--- src/rtl/csr_pci_target.sv ---
module csr_pci_target #(
  parameter logic [15:0] VENDOR_ID    = 16'h1D0F,
  parameter logic [15:0] DEVICE_ID    = 16'h0C5A,
  parameter int          MEM_WIN_LOG2 = 12,
  parameter int          IO_WIN_LOG2  = 6,
  parameter int          RST_CYCLES   = 250000
) (
  input  logic        clk,
  input  logic        rst_n,
  input  logic        frame_n,
  input  logic        irdy_n,
  input  logic        idsel,
  input  logic [3:0]  cbe_n,
  input  logic [31:0] ad_in,
  output logic [31:0] ad_out,
  output logic        ad_oe,
  output logic        devsel_n_out,
  output logic        trdy_n_out,
  output logic        stop_n_out,
  output logic        ctl_oe,
  output logic        rom_en,
  output logic        clk_en,
  output logic        ctlr_rst_busy
);
  localparam int IDX_W     = IO_WIN_LOG2 - 2;
  localparam int CSR_WORDS = 1 << IDX_W;
  localparam int CNT_W     = $clog2(RST_CYCLES + 1);
  localparam int CTRL_WORD = 3;
  localparam int CTRL_LSB  = 16;
  localparam int RST_WORD  = 7;
  localparam int RST_BIT   = 3;

  typedef enum logic [1:0] {S_IDLE, S_TURN, S_DATA, S_BACK} st_t;

  st_t                   st_q;
  logic                  frame_q, rd_q, cfg_q, mem_en_q, io_en_q;
  logic [5:0]            idx_q;
  logic [31:MEM_WIN_LOG2] mem_base_q;
  logic [31:IO_WIN_LOG2]  io_base_q;
  logic [31:0]           csr_q [CSR_WORDS];
  logic [CNT_W-1:0]      rst_cnt_q;

  logic addr_ph, hit_mem, hit_io, hit_cfg, claim, xfer, wr_cfg, wr_csr, trig;
  logic [IDX_W-1:0] widx;
  logic [31:0] bmask, wmask, mem_full, io_full, mem_merge, io_merge;
  logic [31:0] cfg_rd, csr_rd;

  function automatic logic [31:0] fixed_mask(input logic [IDX_W-1:0] w);
    logic [31:0] m;
    m = '1;
    if (w == IDX_W'(CTRL_WORD)) m[CTRL_LSB+7:CTRL_LSB+2] = '0;
    if (w == IDX_W'(RST_WORD))  m[RST_BIT] = 1'b0;
    return m;
  endfunction

  assign addr_ph = (st_q == S_IDLE) && !frame_n && frame_q;
  assign hit_mem = (cbe_n[3:1] == 3'b011) && mem_en_q && (ad_in[31:MEM_WIN_LOG2] == mem_base_q);
  assign hit_io  = (cbe_n[3:1] == 3'b001) && io_en_q && (ad_in[31:IO_WIN_LOG2] == io_base_q);
  assign hit_cfg = (cbe_n[3:1] == 3'b101) && idsel && (ad_in[1:0] == 2'b00);
  assign claim   = addr_ph && (hit_mem || hit_io || hit_cfg);

  assign xfer   = (st_q == S_DATA) && !irdy_n;
  assign wr_cfg = xfer && !rd_q && cfg_q;
  assign wr_csr = xfer && !rd_q && !cfg_q;
  assign widx   = idx_q[IDX_W-1:0];
  assign bmask  = {{8{~cbe_n[3]}}, {8{~cbe_n[2]}}, {8{~cbe_n[1]}}, {8{~cbe_n[0]}}};
  assign wmask  = bmask & fixed_mask(widx);
  assign trig   = wr_csr && (widx == IDX_W'(RST_WORD)) && bmask[RST_BIT] && ad_in[RST_BIT];

  assign mem_full  = {mem_base_q, {MEM_WIN_LOG2{1'b0}}};
  assign io_full   = {io_base_q, {(IO_WIN_LOG2-1){1'b0}}, 1'b1};
  assign mem_merge = (mem_full & ~bmask) | (ad_in & bmask);
  assign io_merge  = (io_full & ~bmask) | (ad_in & bmask);

  always_ff @(posedge clk or negedge rst_n) begin
    if (!rst_n) begin
      st_q    <= S_IDLE;
      frame_q <= 1'b1;
      rd_q    <= 1'b0;
      cfg_q   <= 1'b0;
      idx_q   <= '0;
    end else begin
      frame_q <= frame_n;
      unique case (st_q)
        S_IDLE: if (claim) begin
          st_q  <= cbe_n[0] ? S_DATA : S_TURN;
          rd_q  <= !cbe_n[0];
          cfg_q <= hit_cfg;
          idx_q <= ad_in[7:2];
        end
        S_TURN: st_q <= S_DATA;
        S_DATA: if (!irdy_n) st_q <= S_BACK;
        S_BACK: st_q <= S_IDLE;
      endcase
    end
  end

  always_ff @(posedge clk or negedge rst_n) begin
    if (!rst_n) begin
      mem_en_q   <= 1'b0;
      io_en_q    <= 1'b0;
      mem_base_q <= '0;
      io_base_q  <= '0;
    end else if (wr_cfg) begin
      case (idx_q)
        6'd1: if (!cbe_n[0]) {mem_en_q, io_en_q} <= ad_in[1:0];
        6'd4: mem_base_q <= mem_merge[31:MEM_WIN_LOG2];
        6'd5: io_base_q  <= io_merge[31:IO_WIN_LOG2];
        default: ;
      endcase
    end
  end

  always_ff @(posedge clk or negedge rst_n) begin
    if (!rst_n) begin
      for (int w = 0; w < CSR_WORDS; w++) csr_q[w] <= '0;
    end else if (wr_csr) begin
      csr_q[widx] <= (csr_q[widx] & ~wmask) | (ad_in & wmask);
    end
  end

  always_ff @(posedge clk or negedge rst_n) begin
    if (!rst_n)                      rst_cnt_q <= '0;
    else if (trig && rst_cnt_q == '0) rst_cnt_q <= CNT_W'(RST_CYCLES);
    else if (rst_cnt_q != '0)        rst_cnt_q <= rst_cnt_q - 1'b1;
  end

  always_comb begin
    case (idx_q)
      6'd0:    cfg_rd = {DEVICE_ID, VENDOR_ID};
      6'd1:    cfg_rd = {30'd0, mem_en_q, io_en_q};
      6'd4:    cfg_rd = mem_full;
      6'd5:    cfg_rd = io_full;
      default: cfg_rd = '0;
    endcase
    csr_rd = csr_q[widx];
    if (widx == IDX_W'(RST_WORD)) csr_rd[RST_BIT] = ctlr_rst_busy;
  end

  assign ctlr_rst_busy = (rst_cnt_q != '0);
  assign rom_en        = csr_q[CTRL_WORD][CTRL_LSB];
  assign clk_en        = csr_q[CTRL_WORD][CTRL_LSB+1];

  assign devsel_n_out = !((st_q == S_TURN) || (st_q == S_DATA));
  assign trdy_n_out   = (st_q != S_DATA);
  assign stop_n_out   = (st_q != S_DATA);
  assign ctl_oe       = (st_q != S_IDLE);
  assign ad_oe        = (st_q == S_DATA) && rd_q;
  assign ad_out       = ad_oe ? (cfg_q ? cfg_rd : csr_rd) : '0;
endmodule


--- config.mk ---
export PLATFORM = sky130hd
export DESIGN_NAME = csr_pci_target
export DESIGN_NICKNAME = d
export VERILOG_FILES = /design/src/rtl/csr_pci_target.sv
export SDC_FILE = /design/constraint.sdc
export NUM_CORES = 1
export LEC_CHECK = 0
export ABC_AREA = 1
export ABC_CLOCK_PERIOD_IN_PS = 2280
export BUFFER_PORTS_ARGS = -buffer_cell sky130_fd_sc_hd__clkbuf_2
export CAP_MARGIN = 20
export CELL_PAD_IN_SITES_DETAIL_PLACEMENT = 1
export CELL_PAD_IN_SITES_GLOBAL_PLACEMENT = 1
export CORE_MARGIN = 3
export CORE_UTILIZATION = 44
export CTS_BUF_LIST = sky130_fd_sc_hd__clkbuf_8
export DETAILED_ROUTE_END_ITERATION = 6
export GPL_TIMING_DRIVEN = 0
export PLACE_DENSITY_LB_ADDON = 0.15
export SETUP_SLACK_MARGIN = 0.05
export SYNTH_ARGS = -nofsm -noshare
export SYNTH_HDL_FRONTEND = slang
export SYNTH_SLANG_ARGS = --single-unit
export TNS_END_PERCENT = 50
--- constraint.sdc ---
create_clock -name clk -period 2.28 [get_ports clk]
set_clock_uncertainty 0.1 [all_clocks]
set_input_delay 0.114 -clock clk [delete_from_list [all_inputs] [get_ports clk]]
set_output_delay 0.114 -clock clk [all_outputs]
set_load 0.1 [all_outputs]
==> results_dict.tcl, run 1 <==
set metrics [dict create \
    netlist_instances 3495 \
    multi_input_area_mm2 0.0142 \
    vias_per_cell 6.51 \
    grt_pass1_vias 31300 \
    vias 30900 \
    crit_arrival_ns 3.03 \
    fill_cells 7253 \
    dr.max_layer_used "met4" \
    cp_slowest_cell "dfrtp_2" \
    synth.cell_area_mm2 0.0284 \
    maxCapViolations 0 \
    clockBufferDepth 3 \
    muxShareOfSynthArea_pct 0.0396 \
    crit_chain "nor2_4 > buf_12 > buf_8 > a22oi_1 > a21oi_1 > or2_1 > nor2_4 > o22ai_4 > buf_8" \
    synthArstFlopShare_pct 100 \
    antenna_found_initial 1 \
    hpwl_um 90400 \
    regToRegStartpoint "idx_q[3]$_DFFE_PN0P_" \
    synth_xor_area_share_pct 0.955 \
    synth_warnings 0 \
    finalWorstSetupSlack_ns -0.969 \
    final_common_cell "nand2_1" \
    clock-sinks 589 \
    synth_top_cell_area_share_pct 51.8 \
    ys_top_cells_by_area "dfrtp_1 (52%), nand2_1 (16%), nand3_1 (9.1%)" \
    critPathKind "flip-flop to output pin" \
    cellPowerDensity_mw_per_mm2 837 \
    final_nets 3866 \
    routed-wl-met3_um 17600 \
    dpl-instance-area_mm2 0.0306 \
    critical_path_buf_inv_count 3 \
    crit_family "buffers and inverters" \
    seq_area_mm2 0.0147 \
    finalSetupViolations 600 \
    cts_tree "yes" \
    die_w_um 260 \
    grt_util_all_layers_pct 40.8 \
    drive_gt1_share_pct 23.3 \
    finalHoldViolCount 0 \
    grt_overflow 0 \
    slew_viol_final 0 \
    initial_core_util_pct 44.7 \
    critPathMaxFanout 10 \
    synth_top_family_by_area "simple AND/OR/NAND/NOR gates" \
    reg2reg_slack_ns -0.87 \
    max_stage_delay_ns 0.50 \
    die_h_um 260 \
    synth_simple_gate_area_share_pct 29.7 \
    design_area_mm2 0.0378 \
    synth_nets 3540 \
    clk_latency_ns 0.75 \
    max_slew_margin_pct 11.7 \
    synth_fa_ha_area_share_pct 0.176 \
    dr.pass1.iters 7 \
    area_growth_pct 33.1 \
    cp-start-kind "flip-flop" \
    p_leak_nw 18.0 \
    path_clk_slew_ns 0.07 \
    cts_root_buf "clkbuf_8" \
    drt-total-wl_um 149000 \
    cts_max_level 3 \
    seq_area_frac_synth_pct 51.9 \
    peakVddDrop_mv 0.598 \
    synth_compound_area_share_pct 11.6 \
    drt-met1-wl_um 53600 \
    core_mm2 0.0635 \
    routed-wl-met2_um 65000 \
    synth_edf_count 0 \
    num_rows 92 \
    outcome "complete, but fails checks" \
    yosysTopAreaCell "dfrtp_1" \
    ioPinCount 81 \
    die_area_mm2 0.0677 \
    hp-start "ad_in[1]" \
    ant_nets 0 \
    grt_max_degree 114 \
    grt_pass1_wl_um 204000 \
    hold_slack_ns 0.193 \
    drt_iter0_markers 3752 \
    worstMarginPinSlew_ns 1.32 \
    period_minus_slack_ns 3.25 \
    cp_data_required_time_ns 2.07 \
    synthDistinctLibCells 34 \
    hp-class "input port to flip-flop" \
    ys_ff_latch 589 \
    rsz0062_at_grt "true" \
    synthFlopType "dfrtp_1" \
    worstSetupEndpointType "output pin" \
    layout_common_cells "nand2_1 (1214), dfrtp_1 (581), nand3_1 (514)" \
    synth_area_per_cell_um2 8.13 \
    crit_path_start "idx_q[1]$_DFFE_PN0P_" \
    max_freq_mhz 308 \
    place_congestion 0.960 \
    final.period_utilization_pct 142 \
    portBuffers 78 \
    violations "setup timing" \
    numCtsBuffers 105 \
    route.detailed.drc 0 \
    wl_per_cell_um 31.4 \
]
-- flip-flops by register name (all words and copies together) (netlist names), named ones only --
register and flops:
frame_q 1, csr_q 510, io_en_q 1, rom_en 1, cfg_q 1, rst_cnt_q 18
rd_q 1, st_q 2, mem_en_q 1, idx_q 6, clk_en 1
-- worst min-delay path, cell delays in order --
cell	delay, ns
dlygate4sd3_1	0.52
clkbuf_2	0.19
mux2_2	0.17
-- stage by stage --
| step | setup slack [ns] | utilization [%] | total power (W) | std cells | TNS (ns) |
|---|---|---|---|---|---|
| after floorplan | -0.518 | - | 0.0160 | 3495 | -4.27 |
| after global placement | -12.78 | 47.8 | 0.0181 | 4419 | -8134.48 |
| after detailed placement | -1.49 | 48.1 | 0.0184 | 4426 | -659.16 |
| after CTS | -0.848 | 57.0 | 0.0299 | 4704 | -154.86 |
| after global routing | -0.950 | 59.6 | 0.0325 | 4755 | -260.93 |
| final | -0.969 | 59.6 | 0.0317 | 4755 | -234.62 |
-- final timing paths --
kind,end,depth (start not counted)
worst max-delay path,ad_out[13],9
worst min-delay path,mem_en_q$_DFFE_PN0P_,3
worst max register to register,csr_q[12]$_DFFE_PN0P_,8
worst min register to register,csr_q[407]$_DFFE_PN0P_,1
max in group asynchronous,async pin,5
min in group asynchronous,rst_cnt_q[2]$_DFFE_PN0P_,3
-- where the power goes --
group / total (W) / leakage, nW / internal [W] / switching, W
clock: 0.0104 / 1.27 / 0.00550 / 0.00493
sequential: 0.0119 / 7.29 / 0.0113 / 0.000653
combinational: 0.00932 / 9.46 / 0.00321 / 0.00610
-- cell type report --
cell class / instances / share of cell area (%)
Clock buffer: 138 / 5.02
Antenna cell: 1 / 0.00661
Clock inverter: 56 / 0.698
Tap cell: 846 / 2.80
Inverter: 118 / 1.33
Timing Repair Buffer: 220 / 6.95
Multi-Input combinational cell: 2529 / 37.6
Buffer: 258 / 6.58
Sequential cell: 589 / 39.0
-- cells by family (layout without fill, tap and decap cells) --
family                   after synthesis  after routing
multiplexers                           1              1
AO/OA/AOI/OAI                        512            512
AND/OR/NAND/NOR                     1981           1981
adder cells (fa/ha/maj)                4              4
flip-flops                           589            589
other                                  0              1
buffers and inverters                377            790
XOR/XNOR                              31             31
-- cells in the mapped netlist (24+ instances only) --
cell      count
a22oi_1     269
nand2_2      32
o22ai_1      25
nor2_1       92
o21ai_0      46
or2_1        64
nand2_1    1230
a21oi_1     138
inv_1       106
buf_2        90
nand3_1     519
o21ai_1      24
dfrtp_1     588
clkbuf_1    144
-- repair_timing --
| action | CTS | global route |
|---|---|---|
| endpoints found under the setup margin | 608 | 900 |
| hold buffers | 44 | 0 |
| resized for setup | 659 | 304 |
| pin swaps | 44 | 62 |
| hold endpoints to repair | 532 | 0 |
| buffers inserted | 34 | 39 |
| gates cloned | 7 | 11 |
-- routing by layer --
layer	vias to the layer above	global-route usage [%]
met4	0	26.6
li1	12300	-
met5	-	0
met2	2148	62.2
met3	732	12.2
met1	15700	50.5
No activity file was read; power rests on OpenSTA's default activity.
==> inputs of run 2 (changes only) <==
Settings changed: CORE_ASPECT_RATIO set to 1.4.
==> run 2 against run 1 <==
Setup slack worse by 0.28 ns. The flow still finishes with violations (setup timing). Largest power group unchanged. Largest cell class unchanged. Global-route usage rose by 0.44 points. Sequential share of layout area fell by 0.20 points. Power shrank 0.26%. Count of clock-buffer cells in the layout down 7. Non-clock buffer count rose by 8. Cell count shrank 0.61%. Die area is essentially flat. Via count decreased by 1.8%.
==> results_dict.tcl, run 2 (synthesis results as in run 1) <==
set metrics [dict create \
    vias_per_cell 6.43 \
    grt_max_degree 114 \
    cp-start-kind "flip-flop" \
    die_area_mm2 0.0677 \
    final_common_cell "nand2_1" \
    route.detailed.drc 0 \
    dr.pass1.iters 5 \
    hp-class "input port to flip-flop" \
    hold_slack_ns 0.154 \
    drt_iter0_markers 3234 \
    max_freq_mhz 284 \
    finalHoldViolCount 0 \
    worstSetupEndpointType "output pin" \
    place_congestion 0.955 \
    crit_arrival_ns 3.31 \
    dpl-instance-area_mm2 0.0305 \
    critPathMaxFanout 10 \
    die_w_um 221 \
    drive_gt1_share_pct 24.1 \
    cts_max_level 3 \
    place_ws_ns -1.39 \
    rsz0062_at_grt "true" \
    grt_util_all_layers_pct 41.3 \
    multi_input_area_mm2 0.0144 \
    r2r_cells 12 \
    wl_per_cell_um 31.5 \
    antenna_found_initial 5 \
    reg2reg_slack_ns -0.71 \
    hp-start "ad_in[10]" \
    portBuffers 78 \
    design_area_mm2 0.0380 \
    final_core_util_pct 59.8 \
    fill_cells 7208 \
    final.period_utilization_pct 155 \
    ioPinCount 81 \
    grt_pass1_wl_um 208000 \
    p_leak_nw 17.9 \
    critPathKind "flip-flop to output pin" \
    num_rows 109 \
    top_regs "csr_q (510), rst_cnt_q (18), idx_q (6)" \
    cts_tree "yes" \
    violations "setup timing" \
    worstMarginPinSlew_ns 0.977 \
    largest_reg_flops 510 \
    clock-sinks 589 \
    hpwl_um 94500 \
    clockBufferDepth 3 \
    path_clk_slew_ns 0.06 \
    max_slew_margin_pct 34.7 \
    outcome "complete, but fails checks" \
    drt-total-wl_um 149000 \
    hold_path_depth 4 \
    initial_core_util_pct 44.7 \
    numCtsBuffers 100 \
    clk_latency_ns 0.77 \
    grt_pass1_vias 31700 \
    grt_overflow 0 \
    seq_area_mm2 0.0147 \
    cts_root_buf "clkbuf_8" \
    cp_data_required_time_ns 2.07 \
    setup_tns_ns -281.78 \
    die_h_um 307 \
    layout_common_cells "nand2_1 (1210), dfrtp_1 (584), nand3_1 (506)" \
    period_minus_slack_ns 3.52 \
    area_growth_pct 33.7 \
    regMostFlops "csr_q" \
    regToRegStartpoint "idx_q[0]$_DFFE_PN0P_" \
    finalWorstSetupSlack_ns -1.24 \
    peakVddDrop_mv 0.936 \
    vias 30400 \
    ant_nets 0 \
    core_mm2 0.0636 \
    cellPowerDensity_mw_per_mm2 831 \
    final_nets 3869 \
    slew_viol_final 0 \
    finalSetupViolations 616 \
    r2r_end "csr_q[324]$_DFFE_PN0P_" \
    maxCapViolations 0 \
]
[run 2: changes by cell type in the layout (fill, tap and decap cells not counted), moves of 9 or more]
cell      delta
a21oi_2      +9
inv_1       -16
clkinv_2     -9
o21ai_1     -13
a21oi_4     +15
clkbuf_4    +13
nand3_2      +9
buf_12      +10
a21oi_1     -24
clkbuf_2     -9
o21ai_0     +12
[run 2: what timing repair did]
action,in CTS,in global routing
pin swaps,76,69
setup endpoints to repair,610,711
gates cloned,8,5
gates resized for setup,762,270
buffers inserted,35,52
endpoints found under the hold margin,550,0
hold buffers,44,0
[run 2: worst max-delay path, stage by stage (launching register included)]
cell and delay (ns):
dfrtp_2 0.50, inv_4 0.11, nor2_4 0.06, buf_12 0.17, buf_12 0.17, a22oi_2 0.60
a21oi_2 0.15, or2_1 0.28, nor2_4 0.20, o22ai_4 0.09, clkbuf_16 0.21
[run 2: layout make-up]
type,instances,share of cell area [%]
diodes,4,0.0263
plain buffers,258,6.55
inverters,118,1.35
flip-flops and latches,589,38.8
multi-input cells,2529,38.0
repair buffers,228,7.39
clock inverters,37,0.444
well taps,832,2.74
clock buffers,131,4.74
[run 2: power breakdown]
group / total (W) / switching [W] / leakage, nW / internal, W
combinational: 0.00980 / 0.00629 / 9.51 / 0.00351
sequential: 0.0119 / 0.000639 / 7.30 / 0.0113
clock: 0.00988 / 0.00480 / 1.11 / 0.00508
[run 2: how the worst max path moves through the flow]
| stage | endpoint | from | cells past startpoint | slack, ns |
|---|---|---|---|---|
| finish | ad_out[14] | idx_q[0]$_DFFE_PN0P_ | 10 | -1.24 |
| global route | ad_out[14] | idx_q[0]$_DFFE_PN0P_ | 10 | -1.28 |
| CTS | ad_out[19] | idx_q[0]$_DFFE_PN0P_ | 10 | -0.90 |
| detailed placement | ad_out[2] | idx_q[1]$_DFFE_PN0P_ | 10 | -1.39 |
| global placement | csr_q[218]$_DFFE_PN0P_ | rst_n | 1 | -12.90 |
| floorplan | ad_out[3] | rst_cnt_q[1]$_DFFE_PN0P_ | 11 | -0.52 |
[run 2: routing by layer]
| metal | vias up | routed length, um | track usage (%) |
|---|---|---|---|
| met5 | - | 0 | 0 |
| met4 | 0 | 15100 | 36.2 |
| met3 | 724 | 13300 | 9.33 |
| met2 | 1893 | 68900 | 66.3 |
| met1 | 15400 | 51500 | 46.4 |
| li1 | 12300 | - | - |
[run 2: through the flow]
| step | power (W) | instances |
|---|---|---|
| 6_report | 0.0316 | 4726 |
| 2_1_floorplan | 0.0160 | 3495 |
| 4_1_cts | 0.0300 | 4666 |
| 5_1_grt | 0.0325 | 4723 |
| 3_3_place_gp | 0.0184 | 4405 |
| 3_5_place_dp | 0.0186 | 4411 |
